===== src/rtl/rxb_pkg.sv =====
package rxb_pkg;
  // Threshold select codes for the fill-level interrupt
  typedef enum logic [2:0] {
    THR_EIGHTH   = 3'd0,
    THR_QUARTER  = 3'd1,
    THR_HALF     = 3'd2,
    THR_3QUARTER = 3'd3,
    THR_7EIGHTH  = 3'd4
  } thr_code_e;

  // Threshold in characters for a given select and capacity
  function automatic int unsigned thr_of(input logic [2:0] sel, input int unsigned depth);
    case (sel)
      THR_EIGHTH:   thr_of = depth / 8;
      THR_QUARTER:  thr_of = depth / 4;
      THR_HALF:     thr_of = depth / 2;
      THR_3QUARTER: thr_of = (depth * 3) / 4;
      THR_7EIGHTH:  thr_of = (depth * 7) / 8;
      default:      thr_of = depth;
    endcase
  endfunction
endpackage


===== src/rtl/rxb_thresh.sv =====
module rxb_thresh #(
  parameter int unsigned DEPTH = 16,
  parameter int unsigned CW    = $clog2(DEPTH + 1)
) (
  input  logic          mode_q,
  input  logic [2:0]    sel,
  output logic [CW-1:0] cap,
  output logic [CW-1:0] thr
);
  import rxb_pkg::*;

  localparam logic [CW-1:0] ONE  = CW'(1);
  localparam logic [CW-1:0] FULL = CW'(DEPTH);

  logic [CW-1:0] frac_tbl [8];

  // Precomputed fractional thresholds, one per select code
  for (genvar g = 0; g < 8; g++) begin : g_tbl
    localparam int unsigned T = thr_of(3'(g), DEPTH);
    assign frac_tbl[g] = (T == 0) ? ONE : CW'(T);
  end

  always_comb begin
    cap = mode_q ? FULL : ONE;
    thr = mode_q ? frac_tbl[sel] : ONE;
  end

  // threshold always within 1..capacity
  always_comb begin
    a_r5_thr_range: assert (thr >= ONE && thr <= cap)
      else $error("threshold out of range");
  end
endmodule


===== src/rtl/rxb_store.sv =====
module rxb_store #(
  parameter int unsigned DEPTH = 16,
  parameter int unsigned DW    = 8,
  parameter int unsigned PW    = $clog2(DEPTH)
) (
  input  logic          clk,
  input  logic          rst_n,
  input  logic          flush,
  input  logic          wr,
  input  logic [DW-1:0] wdata,
  input  logic          rd,
  output logic [DW-1:0] head
);
  logic [DW-1:0] mem [DEPTH];
  logic [PW-1:0] wr_ptr, rd_ptr;

  always_ff @(posedge clk) begin
    if (!rst_n) begin
      wr_ptr <= '0;
      rd_ptr <= '0;
    end else if (flush) begin
      wr_ptr <= '0;
      rd_ptr <= '0;
    end else begin
      if (wr) wr_ptr <= wr_ptr + PW'(1);
      if (rd) rd_ptr <= rd_ptr + PW'(1);
    end
  end

  always_ff @(posedge clk) begin
    if (wr) mem[wr_ptr] <= wdata;
  end

  assign head = mem[rd_ptr];

  // the read pointer moves only on a removal or a flush
  a_r2_rdptr_hold: assert property (@(posedge clk) disable iff (!rst_n)
    (!rd && !flush) |=> $stable(rd_ptr));
  // the write pointer moves only on an accepted byte or a flush
  a_r4_wrptr_hold: assert property (@(posedge clk) disable iff (!rst_n)
    (!wr && !flush) |=> $stable(wr_ptr));
endmodule


===== src/rtl/rxb_ctrl.sv =====
module rxb_ctrl #(
  parameter int unsigned DEPTH = 16,
  parameter int unsigned CW    = $clog2(DEPTH + 1)
) (
  input  logic          clk,
  input  logic          rst_n,
  input  logic          mode_en,
  input  logic          in_valid,
  input  logic          out_ready,
  input  logic [CW-1:0] cap,
  input  logic [CW-1:0] thr,
  output logic          mode_q,
  output logic          flush,
  output logic          push_ok,
  output logic          pop_ok,
  output logic [CW-1:0] cnt_q,
  output logic          full_q,
  output logic          empty_q,
  output logic          ovr_q,
  output logic          irq_lvl_q,
  output logic          irq_dat_q
);
  logic [CW-1:0] cnt_nxt;

  always_comb begin
    flush   = (mode_en != mode_q);
    pop_ok  = out_ready && !empty_q && !flush;
    push_ok = in_valid && !flush && (!full_q || pop_ok);
    if (flush) cnt_nxt = '0;
    else       cnt_nxt = cnt_q + CW'(push_ok) - CW'(pop_ok);
  end

  always_ff @(posedge clk) begin
    if (!rst_n) begin
      mode_q    <= 1'b0;
      cnt_q     <= '0;
      full_q    <= 1'b0;
      empty_q   <= 1'b1;
      ovr_q     <= 1'b0;
      irq_lvl_q <= 1'b0;
      irq_dat_q <= 1'b0;
    end else begin
      mode_q  <= mode_en;
      cnt_q   <= cnt_nxt;
      full_q  <= !flush && (cnt_nxt == cap);
      empty_q <= (cnt_nxt == '0);
      ovr_q   <= in_valid && !flush && !push_ok;
      if (flush)
        irq_lvl_q <= 1'b0;
      else if (push_ok && cnt_q < thr && cnt_nxt >= thr)
        irq_lvl_q <= 1'b1;
      else if (pop_ok && cnt_nxt < thr)
        irq_lvl_q <= 1'b0;
      if (flush)
        irq_dat_q <= 1'b0;
      else if (push_ok)
        irq_dat_q <= 1'b1;
      else if (pop_ok && cnt_nxt == '0)
        irq_dat_q <= 1'b0;
    end
  end

  // occupancy bounded by capacity
  a_r3_level_bound: assert property (@(posedge clk) disable iff (!rst_n)
    cnt_q <= cap);
  // simultaneous push and pop hold the count
  a_r10_push_pop_steady: assert property (@(posedge clk) disable iff (!rst_n)
    (push_ok && pop_ok) |=> (cnt_q == $past(cnt_q)));
  // refused byte flags overrun and leaves the count
  a_r4_overrun_flag: assert property (@(posedge clk) disable iff (!rst_n)
    (in_valid && full_q && !out_ready && !flush) |=> (ovr_q && cnt_q == $past(cnt_q)));
  // last removal drops the data-present bit
  a_r8_data_clear: assert property (@(posedge clk) disable iff (!rst_n)
    (pop_ok && !push_ok && cnt_q == CW'(1)) |=> (!irq_dat_q && empty_q));
  // fill-level bit rises only after an accepted byte
  a_r6_level_rise: assert property (@(posedge clk) disable iff (!rst_n)
    $rose(irq_lvl_q) |-> $past(push_ok));
  // mode change flushes contents and interrupts
  a_r9_flush: assert property (@(posedge clk) disable iff (!rst_n)
    flush |=> (cnt_q == '0 && !irq_lvl_q && !irq_dat_q));
endmodule


===== src/rtl/uart_rx_buffer.sv =====
module uart_rx_buffer #(
  parameter int unsigned DEPTH = 16,
  parameter int unsigned DW    = 8,
  parameter int unsigned CW    = $clog2(DEPTH + 1)
) (
  input  logic          clk,
  input  logic          rst_n,
  input  logic          fifo_en,
  input  logic [2:0]    thr_sel,
  input  logic          in_valid,
  input  logic [DW-1:0] in_data,
  output logic          in_ready,
  output logic          out_valid,
  output logic [DW-1:0] out_data,
  input  logic          out_ready,
  output logic [CW-1:0] level,
  output logic          full,
  output logic          empty,
  output logic          overrun,
  output logic          irq_level,
  output logic          irq_data
);
  logic          mode_q, flush, push_ok, pop_ok;
  logic [CW-1:0] cap, thr;
  logic [DW-1:0] head;

  rxb_thresh #(.DEPTH(DEPTH), .CW(CW)) u_thresh (
    .mode_q(mode_q), .sel(thr_sel), .cap(cap), .thr(thr)
  );

  rxb_ctrl #(.DEPTH(DEPTH), .CW(CW)) u_ctrl (
    .clk(clk), .rst_n(rst_n), .mode_en(fifo_en),
    .in_valid(in_valid), .out_ready(out_ready),
    .cap(cap), .thr(thr),
    .mode_q(mode_q), .flush(flush), .push_ok(push_ok), .pop_ok(pop_ok),
    .cnt_q(level), .full_q(full), .empty_q(empty), .ovr_q(overrun),
    .irq_lvl_q(irq_level), .irq_dat_q(irq_data)
  );

  rxb_store #(.DEPTH(DEPTH), .DW(DW)) u_store (
    .clk(clk), .rst_n(rst_n), .flush(flush),
    .wr(push_ok), .wdata(in_data), .rd(pop_ok), .head(head)
  );

  assign in_ready  = !full;
  assign out_valid = !empty;
  assign out_data  = empty ? '0 : head;

  // out_valid and out_data agree with the empty flag
  a_r2_empty_data: assert property (@(posedge clk) disable iff (!rst_n)
    empty |-> (out_data == '0 && !out_valid));
endmodule


===== config.mk =====
export PLATFORM = sky130hd
export DESIGN_NAME = uart_rx_buffer
export DESIGN_NICKNAME = d
export VERILOG_FILES = /design/src/rtl/rxb_pkg.sv /design/src/rtl/rxb_thresh.sv /design/src/rtl/rxb_store.sv /design/src/rtl/rxb_ctrl.sv /design/src/rtl/uart_rx_buffer.sv
export SDC_FILE = /design/constraint.sdc
export NUM_CORES = 1
export LEC_CHECK = 0
export BUFFER_PORTS_ARGS = -buffer_cell sky130_fd_sc_hd__buf_2
export CORE_UTILIZATION = 30
export DETAILED_ROUTE_END_ITERATION = 7
export SETUP_SLACK_MARGIN = 0.2
export SYNTH_ARGS = -nofsm -noshare
export SYNTH_HDL_FRONTEND = slang
export SYNTH_SLANG_ARGS = --single-unit

===== constraint.sdc =====
create_clock -name clk -period 4.22 [get_ports clk]
set_clock_uncertainty 0.15 [all_clocks]
set_input_delay 0.422 -clock clk [delete_from_list [all_inputs] [get_ports clk]]
set_output_delay 0.422 -clock clk [all_outputs]
set_load 0.1 [all_outputs]

==> results.md, run 1 <==
* Status: finished clean
* Synth top area share at 61.0%
* Synth async-reset ratio at 0%
* Max Slew Vio Count at 0
* CP Class: reg2reg
* Most common cell after layout, fill and taps aside: edfxtp_1
* Period minus WS final at 3.81 ns
* Relative slew slack at 35.7%
* Antenna viol nets, final at 0
* Most frequent cells in the layout: edfxtp_1, nor2_1, buf_2, mux4_2, dfxtp_1
* Slowest stage delay, CP at 0.41 ns
* Final setup fails at 0
* Clk slew on worst S/H paths at roughly 0.06 ns
* Fmax at 263 MHz
* Synth Area per Inst at ~17 µm²
* GRT Total Usage at 12.2%
* Initial antenna violation count at 0
* Final worst-path cycle share at around 90%
* Buf/Inv on CP at 3
* Slowest CP cell: fa_1
* Final Total Pwr at about 0.0034 W
* First-pass GRT wire length at 19.5 mm
* Final Hold Fails at 0
* Switch share at 26.6%
* Seq pwr share at 48.4%
* Met3 Wirelength at 508 µm
* Critical Path, Cell by Cell: xor2_2 > a211oi_2 > inv_1 > ha_1 > inv_1 > ha_1 > inv_1 > fa_1 > nand2b_1 > a21oi_2 > xnor2_1 > nor2_1 > ha_1 > a2111oi_4 > a21oi_2 > o2111ai_1 > o21ai_0
* Part of the power in the clock network at between 30% and 40%
* Combinational Power Share at 11.9%
* Diodes inserted at 0
* Startpoint types: flop
* CTS tree: done
* Drt pass-1 iters at 4
* HP Class: in2reg
* Synth warn at 0
* Worst VDD drop at 0.233 mV
* Static leakage at 2.41 nW
* Synthesized Nets at 402
* Pre-CTS setup slack at 0.00125 ns
* Worst setup margin at 0.414 ns
* Via Count at 3262
* Post-synth EDFFs at around 130
* Top_reg_cell synth: edfxtp_1
* Storage cell area at 4310 µm²
* Mapped Area at 6300 µm²
* DRC Markers at 0
* Multi-input gate area at between 1500 and 2000 µm²
* Clock Path Buffers at 2
* Post-synthesis sequential area ratio at 68.3%
* Vias/cell at 4.67
* Nets at 451
* Share of cells above drive strength 1 at 29.1%
* Metal2 WL at 6.07 mm
* Cell taking the most area after synthesis: edfxtp_1
* Power density over the cells at 464 nW/µm²
* Cell count after synthesis at between 300 and 400
* Final core occ at 36.0%
* Largest net degree at the start of global routing at 33
* CP Max Fanout at 10
* Clock latency on the worst-skew pair at 0.41 ns
* Placer Congestion at between 0.8 and 0.9
* M1 WL at 5.52 mm
* Ports at 36
* Grt total ovfl at 0
* Post-synthesis register bit count at 151
* Top post-synthesis cells by area: edfxtp_1, mux4_2, dfxtp_1
* Synthesis-to-finish area growth at 16.7%
* Post-DP HPWL at 8.00 mm
* Chip height at around 150 µm
* PortBufs at 35
* Rows at 52
* Clock root cell: clkbuf_16
* Initial core utilization at 30.9%
* Worst setup EP type: flop
* Worst EP arrival at 3.95 ns
* Die area at 21600 µm²
* H-tree depth at 4
* Total clock sinks at 151
* Top sig layer: met4
* Post-cts hold buffer count at 0
* WL final at 12.2 mm
* Actual slew at the worst max-slew pin at 0.961 ns
* P_sw at 0.000907 W
* Number of global-route vias before repair at approximately 3500
* Die X at between 100 and 150 µm
* CTS buffer count at 17
* Pint at 0.00251 W
* Wire length per cell at 17.5 µm
* Core footprint at 20400 µm²
* Critical Path RT at 4.37 ns
* Max Cap Violations at 0
* Fillers at 1954
* Starting DRT DRC Count at 260
* Cell family with most CP delay: compound AO/OA/AOI/OAI gates
* Netlist cell types at 48
* RSZ-0062 raised after global routing: no
* Final TNS setup at 0 ns
==> cells in the mapped netlist, types with 2 or more instances <==
cell type,number
nand2b_1,4
nand2_1,11
o22ai_1,8
inv_1,13
nor2b_1,3
nor2_1,37
buf_2,2
nor3_1,5
o211ai_1,2
dfxtp_1,23
a21oi_1,7
o21ai_0,5
xor2_1,7
buf_1,5
edfxtp_1,128
mux4_2,32
or2_2,2
ha_1,18
o21a_1,2
buf_4,3
buf_6,2
xnor2_1,5
mux2i_1,17
and2_1,2
==> final timing paths <==
| kind | slack [ns] | cells past startpoint | from | end |
|---|---|---|---|---|
| worst max-delay path | 0.41 | 17 | u_ctrl.mode_q | u_ctrl.irq_lvl_q |
| worst min-delay path | 0.13 | 2 | rst_n | u_ctrl.mode_q |
| worst max register to register | 0.41 | 17 | u_ctrl.mode_q | u_ctrl.irq_lvl_q |
| worst min register to register | 0.36 | 2 | u_store.rd_ptr[0] | u_store.rd_ptr[0] |
==> final cells by class <==
class | instances | share of cell area (%)
well taps | 270 | 4.59
multi-input cells | 188 | 25.4
clock inverters | 14 | 1.36
inverters | 13 | 0.663
flip-flops and latches | 151 | 58.6
clock buffers | 18 | 5.83
repair buffers | 45 | 3.57
==> sequential cells by signal, indices dropped and copies added (netlist names), 4 cells and up, named ones only <==
name	cells
u_store.mem	128
u_ctrl.cnt_q	5
u_store.rd_ptr	4
u_store.wr_ptr	4
==> power by group through the flow <==
stage	combinational (W)	sequential, W	clock [W]
3_3_place_gp	0.000382	0.00168	0
3_5_place_dp	0.000389	0.00168	0
4_1_cts	0.000390	0.00165	0.00138
5_1_grt	0.000435	0.00166	0.00145
6_report	0.000406	0.00165	0.00136
2_1_floorplan	0.000242	0.00173	0
==> stage by stage <==
step           hold slack, ns  area [µm²]  cells
6_report                0.132        7360    699
5_1_grt                 0.125        7360    699
4_1_cts                 0.112        7320    698
3_5_place_dp            0.358        6790    666
3_3_place_gp            0.356        6790    666
2_1_floorplan           0.330        6310    367
==> logic make-up (layout without fill, tap and decap cells) <==
group                    Yosys count  after routing  share of synthesized area (%)
AO/OA/AOI/OAI                     32             32                           3.43
XOR/XNOR                          13             13                           1.93
adder cells (fa/ha/maj)           19             19                           3.89
buffers and inverters             28             90                           2.54
flip-flops                       151            151                           68.3
multiplexers                      50             50                           14.3
AND/OR/NAND/NOR                   74             74                           5.64
==> what timing repair did <==
action                     4_1_cts  5_1_grt
pin swaps                        0        1
setup endpoints to repair        1        1
buffers inserted                 0        1
resized for setup                2        6
==> worst register-to-register path, stage by stage, from the launching register on <==
cell	delay, ns
dfxtp_4	0.38
xor2_2	0.20
a211oi_2	0.25
inv_1	0.10
ha_1	0.29
inv_1	0.06
ha_1	0.19
inv_1	0.07
fa_1	0.41
nand2b_1	0.20
a21oi_2	0.15
xnor2_1	0.16
nor2_1	0.07
ha_1	0.26
a2111oi_4	0.37
a21oi_2	0.12
o2111ai_1	0.17
o21ai_0	0.10
==> layer usage <==
layer | track usage [%] | vias up
li1 | - | 1526
met1 | 15.5 | 1657
met2 | 20.2 | 69
met3 | 3.48 | 10
met4 | 3.71 | 0
met5 | 0 | -
(Power assumes the default switching activity.)
==> run 2: changes to the inputs <==
--- a/config.mk
+++ b/config.mk
@@ -8,6 +8,8 @@
 export BUFFER_PORTS_ARGS = -buffer_cell sky130_fd_sc_hd__buf_2
 export CORE_UTILIZATION = 30
 export DETAILED_ROUTE_END_ITERATION = 7
+export HOLD_SLACK_MARGIN = 0.02
+export REMOVE_ABC_BUFFERS = 1
 export SETUP_SLACK_MARGIN = 0.2
 export SYNTH_ARGS = -nofsm -noshare
 export SYNTH_HDL_FRONTEND = slang
==> constraint.sdc (replaced) <==
create_clock -name clk -period 4.22 [get_ports clk]
set_clock_uncertainty 0.15 [all_clocks]
set_input_delay 0.633 -clock clk [delete_from_list [all_inputs] [get_ports clk]]
set_output_delay 0.633 -clock clk [all_outputs]
set_load 0.1 [all_outputs]
==> run 2 against run 1 <==
Compared with the run above:
- flip-flop and latch count stayed put
- critical endpoint unchanged
- routed wire length is 1.3% higher
- count of clock-buffer cells in the layout is 1 lower
- die area stayed put
- hold slack better by 0.22 ns
- global-route usage is 0.14 points higher
- critical path depth stayed put
- register-to-register slack better by 0.11 ns
- combinational power is 1% higher
- clock power is 10% higher
- total power is 4.2% higher
- non-clock buffer count is 3 higher
==> results.md, run 2 (synthesis results as in run 1) <==
* Status: finished clean (unchanged)
* Initial antenna violation count at 0 (unchanged)
* Clock latency on the worst-skew pair at 0.42 ns (was 0.41 ns)
* Via Count at 3285 (was 3262)
* Relative slew slack at 36.6% (was 35.7%)
* Final Hold Fails at 0 (unchanged)
* Placer Congestion at 0.860 (was 0.838)
* Actual slew at the worst max-slew pin at 0.948 ns (was 0.961 ns)
* Max reg flops at 128 (unchanged)
* Most frequent cells in the layout: edfxtp_1, nor2_1, buf_2, mux4_2, dfxtp_1 (unchanged)
* Power density over the cells at 480 nW/µm² (was 464 nW/µm²)
* HP Class: in2reg (unchanged)
* Post-cts hold buffer count at 0 (unchanged)
* Diodes inserted at 0 (unchanged)
* Post-DP HPWL at 8.25 mm (was 8.00 mm)
* Number of global-route vias before repair at 3497 (was 3521)
* Max Cap Violations at 0 (unchanged)
* Chip height at 147 µm (unchanged)
* Critical Path RT at 4.37 ns (about the same)
* Final setup fails at 0 (unchanged)
* Vias/cell at 4.69 (was 4.67)
* Clk slew on worst S/H paths at 0.06 ns (about the same)
* Largest regs: u_store.mem (128), u_ctrl.cnt_q (5) (unchanged)
* H-tree depth at 4 (unchanged)
* Reg2Reg Launch Point: u_ctrl.empty_q (was u_ctrl.mode_q)
* Crit path from: u_ctrl.empty_q (was u_ctrl.mode_q)
* Fmax at 270 MHz (was 263 MHz)
* Die area at 21600 µm² (unchanged)
* Clock Path Buffers at 2 (unchanged)
* Worst VDD drop at 0.214 mV (was 0.233 mV)
* CP Max Fanout at 4 (was 10)
* Antenna viol nets, final at 0 (unchanged)
* Worst Hold Launch: rst_n (unchanged)
* Starting DRT DRC Count at 145 (was 260)
* Final worst-path cycle share at 87.6% (was 90.2%)
* Grt total ovfl at 0 (unchanged)
* Final core occ at 36.3% (was 36.0%)
* CP Class: reg2reg (unchanged)
* Initial core utilization at 30.9% (unchanged)
* Drt pass-1 iters at 4 (unchanged)
* Share of cells above drive strength 1 at 28.8% (was 29.1%)
* Core footprint at 20400 µm² (unchanged)
* Total clock sinks at 151 (unchanged)
* Hold Slack at 0.350 ns (was 0.132 ns)
* Clock root cell: clkbuf_16 (unchanged)
* Most flops, register: u_store.mem (unchanged)
* Ports at 36 (unchanged)
* Wire length per cell at 17.6 µm (was 17.5 µm)
* Static leakage at 2.44 nW (was 2.41 nW)
* Synthesis-to-finish area growth at 17.7% (was 16.7%)
* CTS buffer count at 17 (unchanged)
* Rows at 52 (unchanged)
* DRC Markers at 0 (unchanged)
* Max Slew Vio Count at 0 (unchanged)
* Worst setup EP type: flop (unchanged)
* Nets at 454 (was 451)
* WL final at 12.4 mm (was 12.2 mm)
* Worst EP arrival at 3.85 ns (was 3.95 ns)
* Largest net degree at the start of global routing at 33 (unchanged)
* First-pass GRT wire length at 19.5 mm (about the same)
* RSZ-0062 raised after global routing: no (unchanged)
* Die X at 147 µm (unchanged)
* Worst setup margin at 0.522 ns (was 0.414 ns)
* CTS tree: done (unchanged)
* GRT Total Usage at 12.3% (was 12.2%)
* Startpoint types: flop (unchanged)
* PortBufs at 35 (unchanged)
* Pre-CTS setup slack at -0.0602 ns (was 0.00125 ns)
* Period minus WS final at 3.70 ns (was 3.81 ns)
* Most common cell after layout, fill and taps aside: edfxtp_1 (unchanged)
## run 2: cell count changes in the layout (fill, tap and decap cells not counted), sizes merged
cell / delta
bufinv: +2
buf: +3
clkinvlp: -1
clkbuf: -1
clkinv: -2
inv: +1
## run 2: worst max-delay path: stages (launching register included)
cell and delay [ns]:
dfxtp_1 0.34, nand2b_1 0.19, a211oi_2 0.26, inv_1 0.11, ha_1 0.30, inv_1 0.06, ha_1 0.18, inv_1 0.06
fa_1 0.41, nand2b_1 0.18, a21oi_1 0.16, xnor2_1 0.16, nor2_1 0.06, ha_1 0.24, a2111oi_4 0.34, a21oi_2 0.11
o2111ai_1 0.18, o21ai_0 0.10
## run 2: stage by stage
step | TNS, ns | cells | area [µm²] | total power [W]
after floorplan | -0.593 | 352 | 6190 | 0.00197
after global placement | 0 | 670 | 6810 | 0.00207
after detailed placement | -0.0602 | 670 | 6810 | 0.00208
after CTS | 0 | 701 | 7400 | 0.00358
after global routing | 0 | 701 | 7420 | 0.00369
final | 0 | 701 | 7420 | 0.00356
## run 2: path summary, 6_finish.rpt
kind / to / slack [ns] / cells past startpoint
max: u_ctrl.irq_lvl_q / 0.52 / 17
min: u_ctrl.mode_q / 0.35 / 2
max reg2reg: u_ctrl.irq_lvl_q / 0.52 / 17
min reg2reg: u_store.rd_ptr[0] / 0.36 / 2
## run 2: metal layers
metal,part of all wire [%],track usage [%],wire (µm)
met4,1.8,4.74,227
met1,44,14.7,5420
met2,50,21.1,6170
met5,0,0,0
met3,4.4,3.60,544
## run 2: cell type report
class | instances | area [µm²]
clock inverter | 14 | 166
timing repair buffer | 48 | 273
multi-input combinational | 188 | 1860
clock buffer | 17 | 425
sequential | 151 | 4310
tap | 270 | 338
inverter | 13 | 48.8
fill | 1929 | 13000
## run 2: power by group
| part | total (W) | internal, W | switching, W |
|---|---|---|---|
| sequential | 0.00165 | 0.00163 | 0.0000124 |
| combinational | 0.000411 | 0.000119 | 0.000292 |
| clock | 0.00150 | 0.000884 | 0.000617 |
| total | 0.00356 | 0.00264 | 0.000922 |
## run 2: what timing repair did
item	CTS	global route
setup buffers	0	0
setup endpoints to repair	0	1
gates resized for setup	0	4
==> run 3: changes to the inputs <==
==> constraint.sdc (replaced) <==
create_clock -name clk -period 4.22 [get_ports clk]
set_clock_uncertainty 0.15 [all_clocks]
set_input_delay 0.633 -clock clk [delete_from_list [all_inputs] [get_ports clk]]
set_output_delay 0.633 -clock clk [all_outputs]
set_load 0.005 [all_outputs]
==> run 3 against run 2 <==
Compared with the run above:
- total power down 5.7%
- via count increased by 0.27%
- cell count up 0.14%
- final area down 0.32%
- critical path depth increased by 1
- setup slack got worse by 0.062 ns
- die area stayed put
- non-clock buffer count rose by 1
- hold slack better by 0.00058 ns
- critical path type is now in2reg
==> results.md, run 3 (synthesis results as in run 1) <==
* Initial core utilization at 30.9% (unchanged)
* Worst setup EP type: flop (unchanged)
* CTS buffer count at 17 (unchanged)
* Ports at 36 (unchanged)
* Share of cells above drive strength 1 at 28.7% (was 28.8%)
* Grt total ovfl at 0 (unchanged)
* Period minus WS final at 3.76 ns (was 3.70 ns)
* Placer Congestion at 0.850 (was 0.860)
* Largest regs: u_store.mem (128), u_ctrl.cnt_q (5) (unchanged)
* Status: finished clean (unchanged)
* Final Total Pwr at 0.00336 W (was 0.00356 W)
* Max reg flops at 128 (unchanged)
* RSZ-0062 raised after global routing: no (unchanged)
* Power density over the cells at 454 nW/µm² (was 480 nW/µm²)
* Most common cell after layout, fill and taps aside: edfxtp_1 (unchanged)
* Seq pwr share at 49.2% (was 46.3%)
* Post-cts hold buffer count at 0 (unchanged)
* DRC Markers at 0 (unchanged)
* Total clock sinks at 151 (unchanged)
* Relative slew slack at 29.9% (was 36.6%)
* Vias/cell at 4.69 (about the same)
* GR Layer Usage met3 at 3.51% (was 3.60%)
* Final setup fails at 0 (unchanged)
* Clock root cell: clkbuf_16 (unchanged)
* Static leakage at 2.44 nW (about the same)
* HP Class: in2reg (unchanged)
* CP Max Fanout at 6 (was 4)
* Pre-CTS setup slack at -0.0583 ns (was -0.0602 ns)
* Met2 Use GR at 20.1% (was 21.1%)
* Die X at 147 µm (unchanged)
* Fillers at 1933 (was 1929)
* Largest net degree at the start of global routing at 33 (unchanged)
* Chip height at 147 µm (unchanged)
* Fmax at 266 MHz (was 270 MHz)
* WL final at 12.4 mm (unchanged)
* Worst EP arrival at 3.91 ns (was 3.85 ns)
* Via Count at 3294 (was 3285)
* PortBufs at 35 (unchanged)
* Critical Path RT at 4.37 ns (about the same)
* Initial antenna violation count at 0 (unchanged)
* Starting DRT DRC Count at 203 (was 145)
* Rows at 52 (unchanged)
* H-tree depth at 4 (unchanged)
* Worst VDD drop at 0.247 mV (was 0.214 mV)
* Final worst-path cycle share at 89.1% (was 87.6%)
* Antenna viol nets, final at 0 (unchanged)
* Placed cell areas at 6820 µm² (was 6810 µm²)
* CP Class: in2reg (was reg2reg)
* Post-DP HPWL at 8.29 mm (was 8.25 mm)
* Clock latency on the worst-skew pair at 0.42 ns (about the same)
* GRT Total Usage at 12.3% (about the same)
* First-pass GRT wire length at 19.5 mm (about the same)
* Switch share at 23.2% (was 25.9%)
* CTS tree: done (unchanged)
* Core footprint at 20400 µm² (unchanged)
* Combinational Power Share at 7.9% (was 11.6%)
* Global route hottest layer: met2 (unchanged)
* Most frequent cells in the layout: edfxtp_1, nor2_1, buf_2, mux4_2, dfxtp_1 (unchanged)
* Final Hold Fails at 0 (unchanged)
* Nets at 455 (was 454)
* Clock Path Buffers at 2 (unchanged)
* Synthesis-to-finish area growth at 17.3% (was 17.7%)
* Cell area after layout at 7400 µm² (was 7420 µm²)
* Actual slew at the worst max-slew pin at 1.05 ns (was 0.948 ns)
* P_sw at 0.000778 W (was 0.000922 W)
* Clk slew on worst S/H paths at 0.06 ns (about the same)
* Diodes inserted at 0 (unchanged)
* Pint at 0.00258 W (was 0.00264 W)
* Worst setup margin at 0.460 ns (was 0.522 ns)
* Met1 usage at 15.6% (was 14.7%)
* Part of the power in the clock network at 42.9% (was 42.2%)
* Drt pass-1 iters at 5 (was 4)
* Number of global-route vias before repair at 3448 (was 3497)
* Most flops, register: u_store.mem (unchanged)
* Wire length per cell at 17.6 µm (about the same)
* Max Slew Vio Count at 0 (unchanged)
* Die area at 21600 µm² (unchanged)
* Startpoint types: input port (was flop)
* Max Cap Violations at 0 (unchanged)
==> run 3: cell types whose count changed in the layout (fill, tap and decap cells not counted) <==
cell | before | now
clkinv_2 | 0 | 2
clkinv_4 | 3 | 1
inv_6 | 4 | 6
a2111oi_2 | 0 | 1
a2111oi_4 | 1 | 0
a21oi_1 | 6 | 7
a21oi_2 | 1 | 0
buf_12 | 0 | 1
bufinv_16 | 2 | 1
clkinvlp_4 | 3 | 2
==> run 3: final timing paths <==
check / slack [ns] / from / to / cells after the start
setup / recovery: 0.46 / fifo_en / u_ctrl.irq_lvl_q / 18
hold / removal: 0.35 / in_valid / u_ctrl.ovr_q / 3
setup reg to reg: 0.49 / u_ctrl.empty_q / u_ctrl.irq_lvl_q / 17
hold reg to reg: 0.37 / u_store.rd_ptr[0] / u_store.rd_ptr[0] / 2
==> run 3: worst max-delay path: stages <==
cell and delay, ns:
buf_2 0.14, xor2_2 0.19, a211oi_2 0.25, inv_1 0.11, ha_1 0.29, inv_1 0.05, ha_1 0.17, inv_1 0.06
fa_1 0.41, nand2b_1 0.18, a21oi_1 0.16, xnor2_1 0.16, nor2_1 0.07, ha_1 0.22, a2111oi_2 0.34, a21oi_1 0.15
o2111ai_1 0.19, o21ai_0 0.12
==> run 3: power groups by stage <==
stage / logic (W) / clock network, W / registers (W)
6_report: 0.000265 / 0.00144 / 0.00165
5_1_grt: 0.000292 / 0.00154 / 0.00165
4_1_cts: 0.000255 / 0.00147 / 0.00165
3_5_place_dp: 0.000253 / 0 / 0.00168
3_3_place_gp: 0.000244 / 0 / 0.00168
2_1_floorplan: 0.000143 / 0 / 0.00168
==> run 3: routing by layer <==
layer	wire (µm)	vias up
li1	-	1528
met1	5440	1678
met2	6220	82
met3	643	6
met4	59	0
met5	0	-
==> run 3: repair_timing <==
action,CTS,global route
endpoints found under the setup margin,0,1
setup buffers,0,1
resized for setup,0,2
==> run 3: metrics by stage <==
| stage | utilization, % | hold slack, ns | TNS (ns) | instances |
|---|---|---|---|---|
| finish | 36.2 | 0.351 | 0 | 702 |
| global placement | 33.4 | 0.350 | 0 | 670 |
| floorplan | - | 0.330 | -0.121 | 352 |
| global route | 36.2 | 0.344 | 0 | 702 |
| detailed placement | 33.4 | 0.363 | -0.0583 | 670 |
| CTS | 36.1 | 0.334 | 0 | 701 |
==> run 3: cell type report <==
cell class | count | area (µm²) | share of cell area (%)
clock inverters | 14 | 139 | 1.88
clock buffers | 17 | 425 | 5.75
multi-input cells | 188 | 1850 | 25.0
repair buffers | 49 | 293 | 3.96
flip-flops and latches | 151 | 4310 | 58.2
well taps | 270 | 338 | 4.57
inverters | 13 | 48.8 | 0.660
